## src/rtl/irq_pkg.sv

```systemverilog
package irq_pkg;
  localparam int DW = 32;
  typedef logic [DW-1:0] word_t;

  // Default register byte offsets
  localparam logic [7:0] OFF_EVT_SET = 8'h80;
  localparam logic [7:0] OFF_EVT_CLR = 8'h84;
  localparam logic [7:0] OFF_MSK_SET = 8'h88;
  localparam logic [7:0] OFF_MSK_CLR = 8'h8C;

  // Ones-set, ones-clear update; a clear that lands on the same bit as a set wins here
  function automatic word_t apply_set_clr(word_t cur, word_t set_v, word_t clr_v);
    return (cur | set_v) & ~clr_v;
  endfunction

  // Rising-edge detect against the registered copy
  function automatic word_t rise_of(word_t now_v, word_t prev_v);
    return now_v & ~prev_v;
  endfunction

  // View of the event register that passes the mask
  function automatic word_t masked_of(word_t evt, word_t msk);
    return evt & msk;
  endfunction
endpackage

```

## src/rtl/irq_src_edge.sv

```systemverilog
module irq_src_edge
  import irq_pkg::*;
(
  input  logic  clk,
  input  logic  rst_n,
  input  word_t src_i,
  output word_t rise_o
);
  word_t src_q;

  always_ff @(posedge clk) begin
    if (!rst_n) src_q <= '0;
    else        src_q <= src_i;
  end

  assign rise_o = rise_of(src_i, src_q);
endmodule

```

## src/rtl/irq_evt_reg.sv

```systemverilog
module irq_evt_reg
  import irq_pkg::*;
#(
  parameter int RSVD_LSB  = 27,
  parameter int FATAL_BIT = 24
) (
  input  logic  clk,
  input  logic  rst_n,
  input  logic  set_we,
  input  logic  clr_we,
  input  word_t wdata,
  input  word_t rise_i,
  input  word_t blk_sel_i,
  output word_t evt_o
);
  word_t evt_q;
  word_t valid_v;
  word_t blkable_v;
  word_t sw_set_v;
  word_t sw_clr_v;
  word_t blocked_v;
  word_t hw_set_v;
  word_t evt_d;
  logic  fatal_act;

  // Which bits exist, and which bits may be blocked
  for (genvar i = 0; i < DW; i++) begin : g_bitcfg
    assign valid_v[i]   = (i < RSVD_LSB);
    assign blkable_v[i] = (i != FATAL_BIT) && blk_sel_i[i];
  end

  assign fatal_act = evt_q[FATAL_BIT];
  assign sw_set_v  = set_we ? (wdata & valid_v) : '0;
  assign sw_clr_v  = clr_we ? (wdata & valid_v) : '0;
  assign blocked_v = fatal_act ? (rise_i & blkable_v) : '0;
  assign hw_set_v  = rise_i & ~blocked_v & valid_v;

  // A hardware edge overrides a clear on the same bit
  assign evt_d = apply_set_clr(evt_q, sw_set_v, sw_clr_v & ~hw_set_v) | hw_set_v;

  always_ff @(posedge clk) begin
    if (!rst_n) evt_q <= '0;
    else        evt_q <= evt_d;
  end

  assign evt_o = evt_q;

  AST_EDGE_SETS: assert property (@(posedge clk) disable iff (!rst_n)
    (|hw_set_v) |=> ((evt_q & $past(hw_set_v)) == $past(hw_set_v)));
  AST_EDGE_BEATS_CLR: assert property (@(posedge clk) disable iff (!rst_n)
    (|(hw_set_v & sw_clr_v)) |=> ((evt_q & $past(hw_set_v & sw_clr_v)) != 0));
  AST_CLR_TAKES: assert property (@(posedge clk) disable iff (!rst_n)
    (|(sw_clr_v & ~hw_set_v)) |=> ((evt_q & $past(sw_clr_v & ~hw_set_v)) == 0));
  AST_BLOCK_HOLDS: assert property (@(posedge clk) disable iff (!rst_n)
    (|(blocked_v & ~evt_q & ~sw_set_v)) |=> ((evt_q & $past(blocked_v & ~evt_q & ~sw_set_v)) == 0));
  AST_RSVD_ZERO: assert property (@(posedge clk) disable iff (!rst_n)
    (rise_i != 0 || set_we) |=> ((evt_q & ~valid_v) == 0));
  AST_RST_CLEARS: assert property (@(posedge clk)
    !rst_n |=> (evt_q == 0));
endmodule

```

## src/rtl/irq_msk_reg.sv

```systemverilog
module irq_msk_reg
  import irq_pkg::*;
(
  input  logic  clk,
  input  logic  rst_n,
  input  logic  set_we,
  input  logic  clr_we,
  input  word_t wdata,
  output word_t msk_o
);
  word_t msk_q;
  word_t set_v;
  word_t clr_v;

  assign set_v = set_we ? wdata : '0;
  assign clr_v = clr_we ? wdata : '0;

  always_ff @(posedge clk) begin
    if (!rst_n) msk_q <= '0;
    else        msk_q <= apply_set_clr(msk_q, set_v, clr_v);
  end

  assign msk_o = msk_q;

  AST_MSK_SET: assert property (@(posedge clk) disable iff (!rst_n)
    (|set_v) |=> ((msk_q & $past(set_v)) == $past(set_v)));
  AST_MSK_ZERO_KEEPS: assert property (@(posedge clk) disable iff (!rst_n)
    (!set_we && !clr_we) |=> $stable(msk_q));
  AST_MSK_RST: assert property (@(posedge clk)
    !rst_n |=> (msk_q == 0));
endmodule

```

## src/rtl/irq_rd_mux.sv

```systemverilog
module irq_rd_mux
  import irq_pkg::*;
#(
  parameter int         ADDR_W  = 8,
  parameter logic [7:0] A_EVT_S = OFF_EVT_SET,
  parameter logic [7:0] A_EVT_C = OFF_EVT_CLR,
  parameter logic [7:0] A_MSK_S = OFF_MSK_SET,
  parameter logic [7:0] A_MSK_C = OFF_MSK_CLR
) (
  input  logic [ADDR_W-1:0] addr,
  input  word_t             evt_i,
  input  word_t             msk_i,
  output word_t             rdata
);
  always_comb begin
    unique case (addr)
      ADDR_W'(A_EVT_S): rdata = evt_i;
      ADDR_W'(A_EVT_C): rdata = masked_of(evt_i, msk_i);
      ADDR_W'(A_MSK_S),
      ADDR_W'(A_MSK_C): rdata = msk_i;
      default:          rdata = '0;
    endcase
  end
endmodule

```

## src/rtl/irq_event_ctrl.sv

```systemverilog
module irq_event_ctrl
  import irq_pkg::*;
#(
  parameter int ADDR_W    = 8,
  parameter int RSVD_LSB  = 27,
  parameter int FATAL_BIT = 24
) (
  input  logic              clk,
  input  logic              rst_n,
  input  logic              wr_en,
  input  logic [ADDR_W-1:0] addr,
  input  logic [DW-1:0]     wdata,
  output logic [DW-1:0]     rdata,
  input  logic [DW-1:0]     src_i,
  input  logic [DW-1:0]     blk_sel_i,
  output logic              irq_o
);
  logic  evt_set_we, evt_clr_we, msk_set_we, msk_clr_we;
  word_t rise_w;
  word_t evt_w;
  word_t msk_w;
  word_t rd_w;

  // Bus write decode
  assign evt_set_we = wr_en && (addr == ADDR_W'(OFF_EVT_SET));
  assign evt_clr_we = wr_en && (addr == ADDR_W'(OFF_EVT_CLR));
  assign msk_set_we = wr_en && (addr == ADDR_W'(OFF_MSK_SET));
  assign msk_clr_we = wr_en && (addr == ADDR_W'(OFF_MSK_CLR));

  irq_src_edge u_edge (
    .clk    (clk),
    .rst_n  (rst_n),
    .src_i  (src_i),
    .rise_o (rise_w)
  );

  irq_evt_reg #(.RSVD_LSB(RSVD_LSB), .FATAL_BIT(FATAL_BIT)) u_evt (
    .clk       (clk),
    .rst_n     (rst_n),
    .set_we    (evt_set_we),
    .clr_we    (evt_clr_we),
    .wdata     (wdata),
    .rise_i    (rise_w),
    .blk_sel_i (blk_sel_i),
    .evt_o     (evt_w)
  );

  irq_msk_reg u_msk (
    .clk    (clk),
    .rst_n  (rst_n),
    .set_we (msk_set_we),
    .clr_we (msk_clr_we),
    .wdata  (wdata),
    .msk_o  (msk_w)
  );

  irq_rd_mux #(.ADDR_W(ADDR_W)) u_rd (
    .addr  (addr),
    .evt_i (evt_w),
    .msk_i (msk_w),
    .rdata (rd_w)
  );

  assign rdata = rd_w;
  assign irq_o = |masked_of(evt_w, msk_w);

  AST_IRQ_VS_READ: assert property (@(posedge clk) disable iff (!rst_n)
    (addr == ADDR_W'(OFF_EVT_CLR)) |-> (irq_o == (rdata != 0)));
  AST_WRITEBACK_DROPS: assert property (@(posedge clk) disable iff (!rst_n)
    (evt_clr_we && wdata == masked_of(evt_w, msk_w) && rise_w == 0 && !msk_set_we) |=> !irq_o);
endmodule

```

## config.mk

```make
export PLATFORM = sky130hd
export DESIGN_NAME = irq_event_ctrl
export DESIGN_NICKNAME = d
export VERILOG_FILES = /design/src/rtl/irq_pkg.sv /design/src/rtl/irq_src_edge.sv /design/src/rtl/irq_evt_reg.sv /design/src/rtl/irq_msk_reg.sv /design/src/rtl/irq_rd_mux.sv /design/src/rtl/irq_event_ctrl.sv
export SDC_FILE = /design/constraint.sdc
export NUM_CORES = 1
export LEC_CHECK = 0
export ABC_AREA = 1
export BUFFER_PORTS_ARGS = -buffer_cell sky130_fd_sc_hd__buf_2
export CORE_ASPECT_RATIO = 1.1
export CORE_MARGIN = 2
export CORE_UTILIZATION = 47
export DETAILED_ROUTE_END_ITERATION = 6
export PLACE_DENSITY = 0.73
export SYNTH_ARGS = -nofsm -noshare
export SYNTH_HDL_FRONTEND = slang
export SYNTH_SLANG_ARGS = --single-unit
```

## constraint.sdc

```tcl
create_clock -name clk -period 1.2 [get_ports clk]
set_input_delay 0.12 -clock clk [delete_from_list [all_inputs] [get_ports clk]]
set_output_delay 0.12 -clock clk [all_outputs]
set_load 0.01 [all_outputs]
```

==> flow_summary_export.csv <==
group,metric,value,unit
timing,setup-tns-final,-8.00,ns
logic_synthesis,async_flop_share,0,
routing,ant_nets,0,
global_routing,use_met2,0.527,
flow_run,max_cap_viol_count,0,
clocking,cts_buffers,9,
floorplan,die_x,97.3,um
timing,fmax,649,MHz
logic_synthesis,yosysMostFrequentCell,"nand2_1",
timing,rsz0062_at_grt,"true",
logic_synthesis,ys_warn_count,0,
routing,via_count,5765,
clocking,cts_sinks,86,
logic_synthesis,synth_top_area_frac,0.383,
hold_path,worstHoldEndpoint,"u_msk.msk_o[30]$_SDFF_PN0_",
routing,drc_errors,0,
global_routing,grt_busiest_layer,"met2",
pwr,p_total,5880,uW
timing,setup_slack,-0.341,ns
worst_setup_path,worstPathRequired,1.08,ns
global_routing,grt_pass1_wl,25.3,mm
pwr,pwr-share-comb,0.175,
logic_synthesis,synth_cells,676,
layout,drive_gt1_frac,0.374,
logic_synthesis,synth-edff-count,0,
global_routing,grtUsageMet3,0.0391,
pwr,switching_power,1700,uW
global_routing,grt_max_degree,32,
global_routing,gr-total-overflow,0,
logic_synthesis,synth_fp_nets,783,
timing,final-setup-viol-count,34,
layout,nNetsFinal,995,
worst_setup_path,path_cells,"nand2_1 -> nand4_1 -> nor3_2 -> nand3_1 -> buf_2",
logic_synthesis,syn-cell-area,0.00450,mm2
pwr,pwr-share-clk,0.308,
routing,drt_iter0_markers,545,
timing,finalCritPeriodShare,1.28,
timing,maxSlewViolCount,0,
worst_setup_path,cpMaxStageDelayCell,"dfxtp_2",
logic_synthesis,synth.avg_cell_area,6.65,um2
logic_synthesis,synth_largest_area_cell,"dfxtp_1",
pwr,ir_worst_vdd,0.619,mV
clocking,clockBufferDepth,2,
clocking,cts.reportedPaths.clkPinSlew,0.09,ns
global_routing,grt_pass1_vias,5480,
run_status,violations,"negative setup slack",
timing,hold_slack,0.0276,ns
worst_setup_path,r2r_setup_slack,0,ns
clocking,clockRootBuffer,"clkbuf_8",
floorplan,die_y,107,um
pwr,leakage,0.00355,uW
placed_design,gp_congestion,0.865,
global_routing,antenna_found_initial,1,
worst_setup_path,ff2ff_path_depth,5,
worst_setup_path,timing.rr.end,"u_evt.evt_o[26]$_SDFF_PN0_",
logic_synthesis,synthTopCellsByArea,"dfxtp_1 (38%), nand2_1 (16%), nand3_1 (10%)",
hold_path,worstHoldPathCells,3,
pwr,seqPwrFrac,0.517,
worst_setup_path,path_buf_inv,1,
worst_setup_path,critPathLaunchType,"flip-flop",
placed_design,dpl.hpwl,9.80,mm
logic_synthesis,yosysUniqueCellTypes,22,
clocking,clk_latency,0.37,ns
worst_setup_path,critPathTopFamily,"simple AND/OR/NAND/NOR gates",
worst_setup_path,crit_path_end_kind,"output pin",
timing,max-slew-margin-rel,0.758,
clocking,cts_max_level,3,
logic_synthesis,yosysSeqAreaShare,0.383,
worst_setup_path,reg2reg_from,"u_evt.evt_o[24]$_SDFF_PN0_",
layout,syn2layout_area_growth,59.2,%
worst_setup_path,crit_type,"flip-flop to output pin",
run_status,status,"finished, violations left",
routing,drt_first_pass_iters,5,
hold_path,hold_path.class,"input port to flip-flop",
floorplan,initial_core_util,0.481,
clocking,cts_tree,"yes",
timing,tightest_slew,0.363,ns
placed_design,numPortBuffers,128,
worst_setup_path,worstPathMaxFanout,2,
timing,hold_violations,0,
routing,wl,17.6,mm
pwr,p_int,4180,uW
floorplan,core-area,0.00935,mm2
logic_synthesis,ys_ff_latch,86,
routing,wl_per_cell,17.4,um
pwr,p_per_area,821,mW/mm2
routing,vias_per_cell,5.71,
pwr,switching_share,0.289,
placed_design,pre_cts_slack,-0.290,ns
logic_synthesis,synth_commonest_cells,"nand2_1 (195), nand3_1 (94), inv_1 (91), dfxtp_1 (86), a21oi_1 (58)",
layout,fillerInstances,644,
hold_path,min-delay-start,"wdata[30]",
floorplan,dieArea,0.0104,mm2
logic_synthesis,synthFlopType,"dfxtp_1",
floorplan,num_rows,37,
global_routing,grt_usage,0.300,
worst_setup_path,crit_path_max_incr_delay,0.33,ns
timing,finClkSkew,0.0114,ns
global_routing,use_met1,0.366,
worst_setup_path,crit_arrival,1.42,ns
floorplan,io_pins,140,
timing,period_needed,1.54,ns
==> power groups by stage <==
stage                     clock (uW)  combinational, uW  sequential [uW]
after global routing            1940               1120             3060
final                           1810               1030             3040
after detailed placement           0                787             3090
after floorplan                    0                415             3080
after CTS                       1780                954             3030
after global placement             0                764             3090
==> registers in the layout, summed over array words and instances, names as in the netlist <==
signal and cells:
u_evt.evt_o 27, u_msk.msk_o 32, u_edge.src_q 27
==> routing by layer <==
| layer | up-vias | part of all wire |
|---|---|---|
| met5 | - | 0 |
| met3 | 84 | 0.089 |
| met1 | 2665 | 0.37 |
| met4 | 0 | 0.043 |
| met2 | 344 | 0.50 |
| li1 | 2672 | - |
==> placed cells by master, fill, tap and decap left out, types with 11 or more instances in the layout <==
| cell | Yosys | routed |
|---|---|---|
| nand3_1 | 94 | 93 |
| inv_1 | 91 | 88 |
| buf_12 | 0 | 18 |
| nand2_2 | 1 | 11 |
| nand3b_1 | 26 | 26 |
| dfxtp_2 | 0 | 25 |
| dlygate4sd3_1 | 0 | 27 |
| buf_6 | 0 | 17 |
| o221ai_2 | 0 | 23 |
| nand2_1 | 195 | 163 |
| nand4_1 | 32 | 32 |
| a21oi_1 | 58 | 56 |
| nand2_4 | 0 | 21 |
| buf_2 | 10 | 122 |
| buf_4 | 4 | 48 |
| dfxtp_1 | 86 | 60 |
==> through the flow <==
stage / std cells / utilization / instance area [um2]
2_1_floorplan: 676 / - / 4630
3_3_place_gp: 932 / 0.617 / 5770
3_5_place_dp: 932 / 0.617 / 5770
4_1_cts: 1002 / 0.740 / 6920
5_1_grt: 1010 / 0.766 / 7160
6_report: 1010 / 0.766 / 7160
==> cell type report <==
class	count	area [um2]	area share
sequential	86	1760	0.245
multi-input combinational	452	2680	0.374
tap	117	146	0.0204
clock buffer	13	139	0.0194
clock inverter	2	10.0	0.00140
inverter	95	370	0.0517
antenna	1	2.50	0.000350
timing repair buffer	244	2060	0.287
==> cells by family (layout without fill, tap and decap cells) <==
logic type / count (synthesis) / after routing / synth area share
simple gates: 364 / 364 / 0.375
buf+inv: 138 / 354 / 0.121
compound gates: 88 / 88 / 0.120
flops: 86 / 86 / 0.383
other cells: 0 / 1 / 0
==> worst max path at each step <==
| stage | from | to | slack, ns | depth (start not counted) |
|---|---|---|---|---|
| CTS | u_evt.evt_o[19]$_SDFF_PN0_ | irq_o | -0.38 | 5 |
| global route | u_evt.evt_o[22]$_SDFF_PN0_ | irq_o | -0.41 | 5 |
| global placement | addr[5] | rdata[14] | -0.21 | 9 |
| detailed placement | addr[1] | rdata[10] | -0.29 | 9 |
| floorplan | addr[1] | rdata[0] | -0.02 | 6 |
| finish | u_msk.msk_o[23]$_SDFF_PN0_ | irq_o | -0.34 | 5 |
==> worst min-delay path, cell delays in order <==
cell and delay, ns:
buf_2 0.11, nand3_1 0.07, a21oi_1 0.06
==> what timing repair did <==
item                                   4_1_cts  5_1_grt
setup endpoints to repair                   33       73
setup buffers                               23       12
hold buffers                                27        0
gates cloned                                 7        4
resized for setup                          111       50
pin swaps                                   17       24
endpoints found under the hold margin       27        0
(Power assumes the default switching activity.)
